==> config.mk <==
export PLATFORM = sky130hd
export DESIGN_NAME = ern_exp_round
export DESIGN_NICKNAME = d
export VERILOG_FILES = /design/src/rtl/ern_pkg.sv /design/src/rtl/ern_precomp.sv /design/src/rtl/ern_cand.sv /design/src/rtl/ern_exp_round.sv
export SDC_FILE = /design/constraint.sdc
export NUM_CORES = 1
export LEC_CHECK = 0
export BUFFER_PORTS_ARGS = -buffer_cell sky130_fd_sc_hd__buf_4
export CORE_UTILIZATION = 45
export CTS_CLUSTER_DIAMETER = 40
export DETAILED_ROUTE_END_ITERATION = 16
export GPL_TIMING_DRIVEN = 0
export PLACE_DENSITY = 0.65
export RECOVER_POWER = 25
export SLEW_MARGIN = 10
export SYNTH_ARGS = -nofsm -noshare
export SYNTH_HDL_FRONTEND = slang
export SYNTH_SLANG_ARGS = --single-unit
==> constraint.sdc <==
create_clock -name clk -period 4.2 [get_ports clk]
set_clock_uncertainty 0.1 [all_clocks]
set_input_delay 0.42 -clock clk [delete_from_list [all_inputs] [get_ports clk]]
set_output_delay 0.42 -clock clk [all_outputs]
set_load 0.03 [all_outputs]
==> src/rtl/ern_pkg.sv <==
package ern_pkg;
  typedef enum logic [2:0] {
    SEL_NORM = 3'b001,
    SEL_ZERO = 3'b010,
    SEL_MAX  = 3'b100
  } rsel_t;
endpackage

==> src/rtl/ern_precomp.sv <==
// Cycle-one exponent sum: carry-save compression of three terms, then a
// compound adder giving e, e+1 and e+2 side by side.
module ern_precomp #(
  parameter int XW = 8,
  parameter int EW = 10
) (
  input  logic [XW-1:0]         exp_a,
  input  logic [XW-1:0]         exp_b,
  input  logic [EW-1:0]         exp_adj,
  output logic [2:0][EW-1:0]    e_all
);
  logic [EW-1:0] a_x, b_x, s_v, c_v;

  always_comb begin
    a_x = {{(EW-XW){1'b0}}, exp_a};
    b_x = {{(EW-XW){1'b0}}, exp_b};
    s_v = a_x ^ b_x ^ exp_adj;
    c_v = ((a_x & b_x) | (a_x & exp_adj) | (b_x & exp_adj)) << 1;
  end

  for (genvar k = 0; k < 3; k++) begin : g_cmp
    assign e_all[k] = s_v + c_v + EW'(k);
  end
endmodule

==> src/rtl/ern_cand.sv <==
// One candidate result for one assumed value of the anticipator error bit.
// base_hi + ~lz gives the candidate, base_lo + ~lz the candidate minus one.
module ern_cand
  import ern_pkg::*;
#(
  parameter int XW = 8,
  parameter int EW = 10
) (
  input  logic [EW-1:0] base_lo,
  input  logic [EW-1:0] base_hi,
  input  logic [EW-1:0] lz_inv,
  input  logic          frac_zero,
  input  logic          spec_zero,
  output rsel_t         sel,
  output logic [XW-1:0] res,
  output logic          evt
);
  logic [EW-1:0] r_v, rm1_v;
  logic unf, ovf, zero;

  always_comb begin
    r_v   = base_hi + lz_inv;
    rm1_v = base_lo + lz_inv;
    unf   = $signed(rm1_v) < 0;
    ovf   = (r_v[EW-1:EW-2] == 2'b01);
    zero  = unf | frac_zero | spec_zero;
    if (zero) begin
      sel = SEL_ZERO;
      res = '0;
    end else if (ovf) begin
      sel = SEL_MAX;
      res = '1;
    end else begin
      sel = SEL_NORM;
      res = r_v[XW-1:0];
    end
    evt = (unf & ~frac_zero & ~spec_zero) |
          (~zero & ~ovf & (r_v[XW-1:0] == {XW{1'b1}}));
  end
endmodule

==> src/rtl/ern_exp_round.sv <==
module ern_exp_round
  import ern_pkg::*;
#(
  parameter int XW   = 8,
  parameter int LZ_W = 6
) (
  input  logic            clk,
  input  logic            rst,
  input  logic            valid_i,
  input  logic [XW-1:0]   exp_a_i,
  input  logic [XW-1:0]   exp_b_i,
  input  logic [XW+1:0]   exp_adj_i,
  input  logic [LZ_W-1:0] lz_i,
  input  logic            lza_err_i,
  input  logic            frac_zero_i,
  input  logic            spec_zero_i,
  output logic            valid_o,
  output logic [XW-1:0]   exp_o,
  output logic [2:0]      sel_o,
  output logic            range_flag_o
);
  localparam int EW = XW + 2;
  localparam int NC = 2;

  logic [2:0][EW-1:0] e_d, e_q;
  logic               v1;
  logic [EW-1:0]      lz_inv;
  rsel_t              c_sel [NC];
  logic [XW-1:0]      c_exp [NC];
  logic [NC-1:0]      c_evt;
  rsel_t              sel_n;
  logic [XW-1:0]      exp_n;
  logic               evt_n;

  ern_precomp #(.XW(XW), .EW(EW)) u_pre (
    .exp_a  (exp_a_i),
    .exp_b  (exp_b_i),
    .exp_adj(exp_adj_i),
    .e_all  (e_d)
  );

  always_ff @(posedge clk) begin
    if (rst) begin
      v1  <= 1'b0;
      e_q <= '0;
    end else begin
      v1 <= valid_i;
      if (valid_i) e_q <= e_d;
    end
  end

  assign lz_inv = ~{{(EW-LZ_W){1'b0}}, lz_i};

  for (genvar k = 0; k < NC; k++) begin : g_cand
    ern_cand #(.XW(XW), .EW(EW)) u_cand (
      .base_lo  (e_q[k]),
      .base_hi  (e_q[k+1]),
      .lz_inv   (lz_inv),
      .frac_zero(frac_zero_i),
      .spec_zero(spec_zero_i),
      .sel      (c_sel[k]),
      .res      (c_exp[k]),
      .evt      (c_evt[k])
    );
  end

  always_comb begin
    sel_n = c_sel[lza_err_i];
    exp_n = c_exp[lza_err_i];
    evt_n = c_evt[lza_err_i];
  end

  always_ff @(posedge clk) begin
    if (rst) begin
      valid_o      <= 1'b0;
      exp_o        <= '0;
      sel_o        <= SEL_ZERO;
      range_flag_o <= 1'b0;
    end else begin
      valid_o <= v1;
      if (v1) begin
        sel_o        <= sel_n;
        exp_o        <= exp_n;
        range_flag_o <= range_flag_o | evt_n;
      end
    end
  end

  // a single select line is active with every result
  assert_sel_onehot_R11: assert property (@(posedge clk) disable iff (rst)
    valid_o |-> $countones(sel_o) == 1);
  // the zero select carries a zero exponent
  assert_zero_exp_R4: assert property (@(posedge clk) disable iff (rst)
    (valid_o && sel_o == SEL_ZERO) |-> exp_o == '0);
  // the saturate select carries the top exponent
  assert_no_overflow_R3: assert property (@(posedge clk) disable iff (rst)
    (valid_o && sel_o == SEL_MAX) |-> exp_o == {XW{1'b1}});
  // a normal result never has a zero exponent
  assert_norm_nonzero_R1: assert property (@(posedge clk) disable iff (rst)
    (valid_o && sel_o == SEL_NORM) |-> exp_o != '0);
  // the range flag is sticky
  assert_flag_sticky_R8: assert property (@(posedge clk) disable iff (rst)
    $past(range_flag_o) |-> range_flag_o);
  // an idle stage leaves no valid result and no flag change
  assert_idle_quiet_R10: assert property (@(posedge clk) disable iff (rst)
    !v1 |=> (!valid_o && $stable(range_flag_o)));
endmodule

==> summary.txt, run 1 <==
Run status
  – Status: completed

Cells and area
  – Finished Core Util: 54.70%
  – Layout Cells excl Fill: 526
  – FF+latch area: 860.8 sq um
  – Layout Area Growth over Synthesis: 15.54%
  – Multi-input logic area: 2255 sq um
  – Ratio of cells with drive above 1 in the final layout: 13.26%
  – Most frequent cells in the layout: nor2_1, dfxtp_1, buf_4, ha_1
  – Commonest non-fill, non-tap cell in the layout: nor2_1
  – FILL cells: 678
  – Final nets: 505
  – N_diodes: 0

Clock tree
  – TritonCTS Buffers: 5
  – Clk pin slew, worst setup/hold paths: 90 ps
  – Clock Tree Root: clkbuf_8
  – Post-CTS Hold Buffers: 0
  – Postcts setup bufs: 0
  – Post-CTS Resized: 0
  – CTS tree: yes
  – Clk buf depth: 2
  – Clock sink count: 43
  – Worst skew pair latency: 300 ps
  – CTS HTree Levels: 2

Route
  – Drt wl/cell: 14.85 um
  – Residual DRC: 0
  – Post-Route WL: 7811 um
  – Drt initial violations: 136
  – Vias per cell: 5.468
  – Vias post-DR: 2876
  – DRT antenna net count: 0
  – Drt first pass iters: 4

Floorplanning
  – Starting Density: 47.34%
  – Die Ht: 87.01 um
  – Die area: 7571 sq um
  – Die Width: 87.01 um
  – Num rows: 30
  – Num ports: 51
  – Core ar.: 6869 sq um

STA
  – Final count of hold timing violations: 0
  – Min Clock Period, post-route: 3273 ps
  – Max-slew violations: 0
  – RSZ-0062 raised after global routing: no
  – Period utilization: 77.92%
  – Worst Max-Slew Pin Slew: 913.4 ps
  – Rel. slew slack: 38.60%
  – Number of setup violations in the final report: 0
  – Setup TNS Final: 0 ps
  – Fmax: 305.6 MHz

Critical path
  – CP endpoint kind: flop
  – CP max FO: 7
  – Reg-to-reg endpoint: exp_o[1]
  – Critical Path RT: 4320 ps
  – Delay-heaviest family, CP: simple AND/OR/NAND/NOR gates
  – CP Class: primary input to flop
  – Crit path arrival time: 3390 ps
  – Reg2reg start: e_q[0]
  – Reg2reg setup slack: 1230 ps
  – Critical-path cell list: buf_4, fa_1, ha_1, a211oi_2, nor2_1, xor2_1, nand3_1, or3_1, o21a_1, nor4_1
  – Critical Path Max Stage Delay: 590 ps
  – WP buf/inv: 1
  – R2r worst-path depth: 11
  – Slowest cell on the critical path: fa_1
  – Crit path launch type: primary input

Synthesis
  – Mean area per synthesized cell: 8.695 sq um
  – Largest family of logic cells by synthesized area: simple AND/OR/NAND/NOR gates
  – YS warnings: 0
  – Primary FF master, synth: dfxtp_1
  – Post-Syn Nets: 450
  – Post-synth EDFFs: 0
  – Synth Instances: 374
  – XOR/XNOR share of the synthesized area: 6.926%
  – Yosys reg bits: 43
  – Seq/Total Area, Yosys: 26.47%
  – Netlist cell types: 57
  – Post-Syn Area: 3252 sq um
  – Synth Area in Simple Gates: 21.24%
  – Synth async-reset ratio: 0%
  – Mux share of post-synthesis cell area: 4.348%
  – Post-synthesis compound-gate area fraction: 19.66%
  – Adder-cell area share of the yosys netlist: 17.16%

Global route
  – Initial antenna violation count: 0
  – First-pass GRT wire length: 13220 um
  – All-Layer GR Usage: 22.53%
  – Largest net degree at the start of global routing: 14
  – Vias in the first global route: 2802
  – GRT Residual Overflow: 0

Place
  – IO Port Bufs: 48
  – DPL Wire Length: 6340 um
  – Routability cong.: 0.8572
  – Inst Count DP: 518

Power and ir drop
  – Cell Pwr Density: 401.1 nW/um^2
  – Leakage: 1.564 nW
  – Post-layout power: 1.507 mW
  – Max VDD drop: 163.3 uV

Worst hold path
  – Hold crit path type: primary input to flop
  – Hold Path Origin: spec_zero_i
  – Hold EP: range_flag_o
  – Hold depth: 4

Run
  – Max Cap Violations: 0
[worst register-to-register path, cell delays in order, from the launching register on]
cell and delay [ps]:
dfxtp_1 360, ha_1 250, inv_1 80, fa_1 400
nor2b_1 160, o31a_1 210, o21ai_1 130, nor3b_1 160
a21oi_1 290, o221a_1 230, clkbuf_1 330, a311oi_1 140
[power by group]
part           internal (mW)  switching, mW
registers              0.464         0.0402
logic                  0.310          0.429
clock network          0.116          0.148
total                  0.890          0.617
[metrics by stage]
stage / instance area [sq um] / hold slack, ps / worst slack, ps
floorplan: 3252 / 360.8 / 995.4
finish: 3757 / 350.9 / 927.5
CTS: 3817 / 209.5 / 920.3
global placement: 3732 / 360.0 / 638.7
global route: 3757 / 390.3 / 619.7
detailed placement: 3732 / 380.9 / 610.3
[logic make-up (layout without fill, tap and decap cells)]
family / after synthesis / after routing
and+or+nand+nor: 135 / 135
AOI/OAI and AO/OA: 89 / 89
DFF: 43 / 43
adders and majority gates: 38 / 38
buffers and inverters: 31 / 87
xor gates and xnor gates: 24 / 24
muxes: 14 / 14
[metal layers]
layer | track usage, % | routed length [um]
met5 | 0 | 0
met4 | 8.182 | 159
met3 | 2.844 | 303
met2 | 38.87 | 3652
met1 | 28.80 | 3695
[flip-flops by register name, summed over array words and instances (netlist names)]
register / flops
sel_o: 3
range_flag_o: 1
exp_o: 8
valid_o: 1
e_q: 29
v1: 1
[worst max-delay path by stage]
stage	start	end	slack, ps	depth (start not counted)
after floorplan	exp_a_i[1]	e_q[19]	1000	10
after global placement	exp_a_i[1]	e_q[19]	640	11
after detailed placement	exp_a_i[1]	e_q[19]	610	10
after CTS	exp_a_i[1]	e_q[19]	920	10
after global routing	exp_a_i[2]	e_q[19]	620	10
final	exp_a_i[2]	e_q[19]	930	10
[Yosys cell counts (all sizes together), types with 5 or more instances]
master  number  area, sq um
a21oi       12        60.06
a22oi        8        60.06
fa          11        220.2
o21ai       13        65.06
nor3        10        50.05
inv         18        67.56
nor2        65        244.0
nand3       10        62.56
clkbuf       9        33.78
mux2i       13        130.1
nand2        9        41.29
xor2        14        122.6
nor2b        5        31.28
nor4         6        43.79
dfxtp       43        860.8
o21a         7        52.55
a211oi      26        205.2
ha          27        337.8
xnor2       10        102.6
[final cells by class]
type / instances / share of cell area [%]
Clock inverter: 2 / 0.3330
Multi-Input combinational cell: 300 / 60.01
Sequential cell: 43 / 22.91
Buffer: 13 / 1.432
Inverter: 18 / 1.798
Timing Repair Buffer: 48 / 8.392
Clock buffer: 6 / 1.931
Tap cell: 96 / 3.197
Note: power is estimated with default switching activity, not from simulation.
==> run 2, diff against run 1 <==
==> constraint.sdc (replaced) <==
create_clock -name clk -period 3.22 [get_ports clk]
set_clock_uncertainty 0.1 [all_clocks]
set_input_delay 0.322 -clock clk [delete_from_list [all_inputs] [get_ports clk]]
set_output_delay 0.322 -clock clk [all_outputs]
set_load 0.03 [all_outputs]
==> run 2 against run 1 <==
  * Setup slack worse by 810 ps
  * Combinational power is 34% higher
  * Sequential power is 30% higher
  * Worst hold slack worse by 100 ps
  * Sequential share of layout area is 0.28 points lower
  * Non-clock buffer count stayed put
  * Clock power is 32% higher
  * Utilization is 0.67 points higher
  * Critical endpoint unchanged
  * Largest cell class unchanged
==> summary.txt, run 2 (synthesis gave the netlist of run 1 again) <==
Route
  – DRT antenna net count: 0
  – Drt wl/cell: 15.06 um
  – Drt initial violations: 109
  – Drt first pass iters: 4
  – Post-Route WL: 7919 um
  – Residual DRC: 0
  – Vias post-DR: 2872
  – Vias per cell: 5.460

Global route
  – Largest net degree at the start of global routing: 14
  – Vias in the first global route: 2802
  – Initial antenna violation count: 0
  – First-pass GRT wire length: 13220 um
  – GRT Residual Overflow: 0
  – All-Layer GR Usage: 22.53%

Floorplanning
  – Starting Density: 47.34%
  – Num rows: 30
  – Die Width: 87.01 um
  – Die Ht: 87.01 um
  – Core ar.: 6869 sq um
  – Num ports: 51
  – Die area: 7571 sq um

Cells and area
  – Largest reg by FF count: e_q
  – Largest regs: e_q x29, exp_o x8, sel_o x3
  – Commonest non-fill, non-tap cell in the layout: nor2_1
  – Fin area: 3804 sq um
  – N_diodes: 0
  – Final nets: 505
  – Largest register FFs: 29
  – Layout Area Growth over Synthesis: 16.97%
  – Layout Cells excl Fill: 526
  – Most frequent cells in the layout: nor2_1, dfxtp_1, buf_4, ha_1, a211oi_1
  – Ratio of cells with drive above 1 in the final layout: 14.65%

Run
  – Max Cap Violations: 0

Place
  – Placed inst area: 3732 sq um
  – Pre-CTS setup slack: -271.7 ps
  – DPL Wire Length: 6340 um
  – Routability cong.: 0.8572
  – Inst Count DP: 518
  – IO Port Bufs: 48

Power and ir drop
  – Combinational share of power: 49.6%
  – Cell Pwr Density: 524.7 nW/um^2
  – Max VDD drop: 237.8 uV
  – Sequential share of power: 32.9%
  – Sw power: 0.8202 mW
  – Internal: 1.175 mW
  – Clock network power share: 17.4%
  – Leakage: 1.579 nW
  – Sw Ratio: 41.10%

STA
  – Rel. slew slack: 38.70%
  – Fmax: 321.9 MHz
  – Final worst slack: 113.6 ps
  – Max-slew violations: 0
  – Worst Max-Slew Pin Slew: 911.9 ps
  – Period utilization: 96.47%
  – Setup TNS Final: 0 ps
  – RSZ-0062 raised after global routing: yes
  – Number of setup violations in the final report: 0
  – Min Clock Period, post-route: 3106 ps
  – Final count of hold timing violations: 0

Critical path
  – Crit path top cell by count: fa_1
  – CP endpoint kind: flop
  – Critical Path Max Stage Delay: 470 ps
  – Crit path launch type: primary input
  – Slowest cell on the critical path: fa_1
  – Crit path arrival time: 3230 ps
  – CP max FO: 6
  – Critical Path RT: 3340 ps
  – CP Class: primary input to flop
  – Critical-path cell list: buf_4, fa_1, ha_1, fa_1, a21o_1, a221oi_4, xnor2_2, nand2_4, or3_1, o21a_1, nor4_1

Run status
  – Status: completed

Clock tree
  – Post-CTS Hold Buffers: 0
  – Clk buf depth: 2
  – TritonCTS Buffers: 5
  – Clock Tree Root: clkbuf_8
  – Clk pin slew, worst setup/hold paths: 80 ps
  – Worst skew pair latency: 300 ps
  – Clock sink count: 43
  – CTS HTree Levels: 2
  – CTS tree: yes

Worst hold path
  – Hold crit path type: primary input to flop
run 2: final cells by class:
type / count / area (sq um)
fillers: 672 / 3065
multi-input cells: 300 / 2297
flip-flops and latches: 43 / 860.8
repair buffers: 48 / 319.1
well taps: 96 / 120.1
clock buffers: 6 / 72.57
inverters: 18 / 67.56
plain buffers: 13 / 53.80
clock inverters: 2 / 12.51
run 2: final timing paths:
| kind | from | to | slack, ps | cells past startpoint |
|---|---|---|---|---|
| worst min register to register | exp_o[1] | exp_o[1] | 380 | 2 |
| worst max-delay path | exp_a_i[1] | e_q[19] | 110 | 11 |
| worst max register to register | e_q[0] | exp_o[1] | 230 | 11 |
| worst min-delay path | frac_zero_i | range_flag_o | 250 | 4 |
run 2: through the flow:
stage               util (%)  hold slack [ps]  power (mW)
floorplan                  -            360.8       1.397
global placement       54.34            360.0       1.619
detailed placement     54.34            380.9       1.638
CTS                    55.57            111.5       1.982
global route           55.37            292.4       2.154
finish                 55.37            250.9       1.996
run 2: what timing repair did:
item                       in CTS  in global routing
gates resized for setup         0                  6
setup buffers                   0                  0
setup endpoints to repair       0                 16
run 2: power groups by stage:
stage	clock network [mW]	registers, mW	logic [mW]
after floorplan	0	0.674	0.722
after global placement	0	0.667	0.952
after detailed placement	0	0.670	0.968
after CTS	0.353	0.657	0.972
after global routing	0.375	0.666	1.11
final	0.348	0.657	0.990
run 2: layer usage:
layer	part of all wire (%)	vias to the layer above	global-route usage, %
met5	0	-	0
met4	1.8	0	8.182
met3	3.9	11	2.844
met2	47	62	38.87
met1	47	1332	28.80
li1	-	1467	-
run 2: critical path, delay by kind of cell:
family          cells  cell delay, ps
simple gates        3             670
buf+inv             1             110
compound gates      3             760
fa+ha+maj           3            1130
xor+xnor            1             230
==> run 3, diff against run 2 <==
==> constraint.sdc (replaced) <==
create_clock -name clk -period 3.22 [get_ports clk]
set_clock_uncertainty 0.1 [all_clocks]
set_input_delay 0.322 -clock clk [delete_from_list [all_inputs] [get_ports clk]]
set_output_delay 0.322 -clock clk [all_outputs]
set_load 0.005 [all_outputs]
==> run 3 against run 2 <==
  * Combinational power shrank 1%
  * Register-to-register slack is essentially flat
  * Largest cell class unchanged
  * Highest routed layer unchanged
  * Total power down 0.66%
  * Global-route usage unchanged
  * Routed wire length fell by 0.62%
==> summary.txt, run 3 (synthesis gave the netlist of run 1 again) <==
Run status
  – Status: completed

Run
  – Max Cap Violations: 0

STA
  – Number of setup violations in the final report: 0
  – Period utilization: 96.48%
  – Rel. slew slack: 39.27%
  – Min Clock Period, post-route: 3107 ps
  – Worst Max-Slew Pin Slew: 903.5 ps
  – Fmax: 321.9 MHz
  – Setup TNS Final: 0 ps
  – WHS: 249.5 ps
  – Final count of hold timing violations: 0
  – Max-slew violations: 0
  – RSZ-0062 raised after global routing: yes

Clock tree
  – TritonCTS Buffers: 5
  – CTS tree: yes
  – Clock sink count: 43
  – Clk pin slew, worst setup/hold paths: 80 ps
  – CTS HTree Levels: 2
  – Clock Tree Root: clkbuf_8
  – Worst skew pair latency: 300 ps
  – Clk buf depth: 2
  – Post-CTS Hold Buffers: 0

Cells and area
  – Commonest non-fill, non-tap cell in the layout: nor2_1
  – Largest regs: e_q x29, exp_o x8, sel_o x3
  – Layout Area Growth over Synthesis: 18.24%
  – Layout Cells excl Fill: 526
  – Most frequent cells in the layout: nor2_1, dfxtp_1, buf_4, ha_1, a211oi_1
  – N_diodes: 0
  – Finished Core Util: 55.97%
  – Ratio of cells with drive above 1 in the final layout: 17.21%
  – Largest reg by FF count: e_q
  – Largest register FFs: 29
  – Final nets: 505
  – Fin area: 3845 sq um

Critical path
  – CP Class: primary input to flop
  – Reg-to-reg endpoint: exp_o[1]
  – R2r worst-path depth: 11
  – Reg2reg setup slack: 240 ps
  – CP endpoint kind: flop
  – CP max FO: 6
  – Critical Path RT: 3340 ps
  – Crit path arrival time: 3230 ps
  – Crit path launch type: primary input
  – Reg2reg start: e_q[0]

Place
  – Inst Count DP: 518
  – DPL Wire Length: 6340 um
  – Routability cong.: 0.8572
  – IO Port Bufs: 48
  – Placed inst area: 3732 sq um

Power and ir drop
  – Cell Pwr Density: 515.6 nW/um^2
  – Leakage: 1.618 nW
  – Max VDD drop: 237.6 uV

Floorplanning
  – Die area: 7571 sq um
  – Die Ht: 87.01 um
  – Core ar.: 6869 sq um
  – Die Width: 87.01 um
  – Num rows: 30
  – Num ports: 51
  – Starting Density: 47.34%

Route
  – DRT antenna net count: 0
  – Drt wl/cell: 14.96 um
  – Vias per cell: 5.451
  – Residual DRC: 0
  – Drt initial violations: 111
  – Vias post-DR: 2867
  – Post-Route WL: 7870 um
  – Drt first pass iters: 4

Global route
  – First-pass GRT wire length: 13220 um
  – Initial antenna violation count: 0
  – Vias in the first global route: 2802
  – Largest net degree at the start of global routing: 14
  – GRT Residual Overflow: 0
  – All-Layer GR Usage: 22.53%

Worst hold path
  – Hold crit path type: primary input to flop
  – Hold depth: 4
  – Hold Path Origin: spec_zero_i
  – Hold EP: range_flag_o
[run 3: timing repair]
| item | 4_1_cts | 5_1_grt |
|---|---|---|
| setup buffers | 0 | 0 |
| endpoints found under the hold margin | 0 | 0 |
| setup endpoints to repair | 0 | 16 |
| resized for setup | 0 | 6 |
[run 3: how the worst max path moves through the flow]
stage / startpoint / endpoint / slack (ps) / cells past startpoint
after detailed placement: exp_a_i[1] / e_q[19] / -270 / 10
after global routing: exp_a_i[2] / e_q[19] / -9 / 10
after CTS: exp_a_i[1] / e_q[19] / 40 / 10
final: exp_a_i[1] / e_q[19] / 110 / 11
after floorplan: exp_a_i[1] / e_q[19] / 110 / 10
after global placement: exp_a_i[1] / e_q[19] / -240 / 11
[run 3: layer usage]
metal / part of all wire, % / vias to the layer above / wire length (um) / GRT usage (%)
met4: 1.8 / 0 / 142 / 8.182
li1: - / 1468 / - / -
met5: 0 / - / 0 / 0
met3: 3.3 / 11 / 256 / 2.844
met2: 48 / 54 / 3742 / 38.87
met1: 47 / 1334 / 3728 / 28.80
[run 3: worst max-delay path, stage by stage]
cell and delay [ps]:
buf_4 110, fa_1 470, ha_1 230, fa_1 430, a21o_1 260, a221oi_4 320
xnor2_2 230, nand2_4 80, or3_1 370, o21a_1 180, nor4_1 220
[run 3: layout make-up]
type	count	area, sq um
clock buffers	6	72.57
repair buffers	48	360.3
fillers	660	3024
multi-input cells	300	2297
inverters	18	67.56
flip-flops and latches	43	860.8
well taps	96	120.1
clock inverters	2	12.51
plain buffers	13	53.80
[run 3: metrics by stage]
stage / power (mW) / worst slack [ps]
after floorplan: 1.377 / 113.4
after global placement: 1.598 / -243.3
after detailed placement: 1.617 / -271.7
after CTS: 1.961 / 38.32
after global routing: 2.140 / -9.231
final: 1.983 / 113.3
[run 3: where the power goes]
group          total, mW  internal (mW)  switching (mW)
clock              0.349          0.152           0.197
combinational      0.977          0.425           0.552
sequential         0.657          0.605          0.0523
total               1.98           1.18           0.801
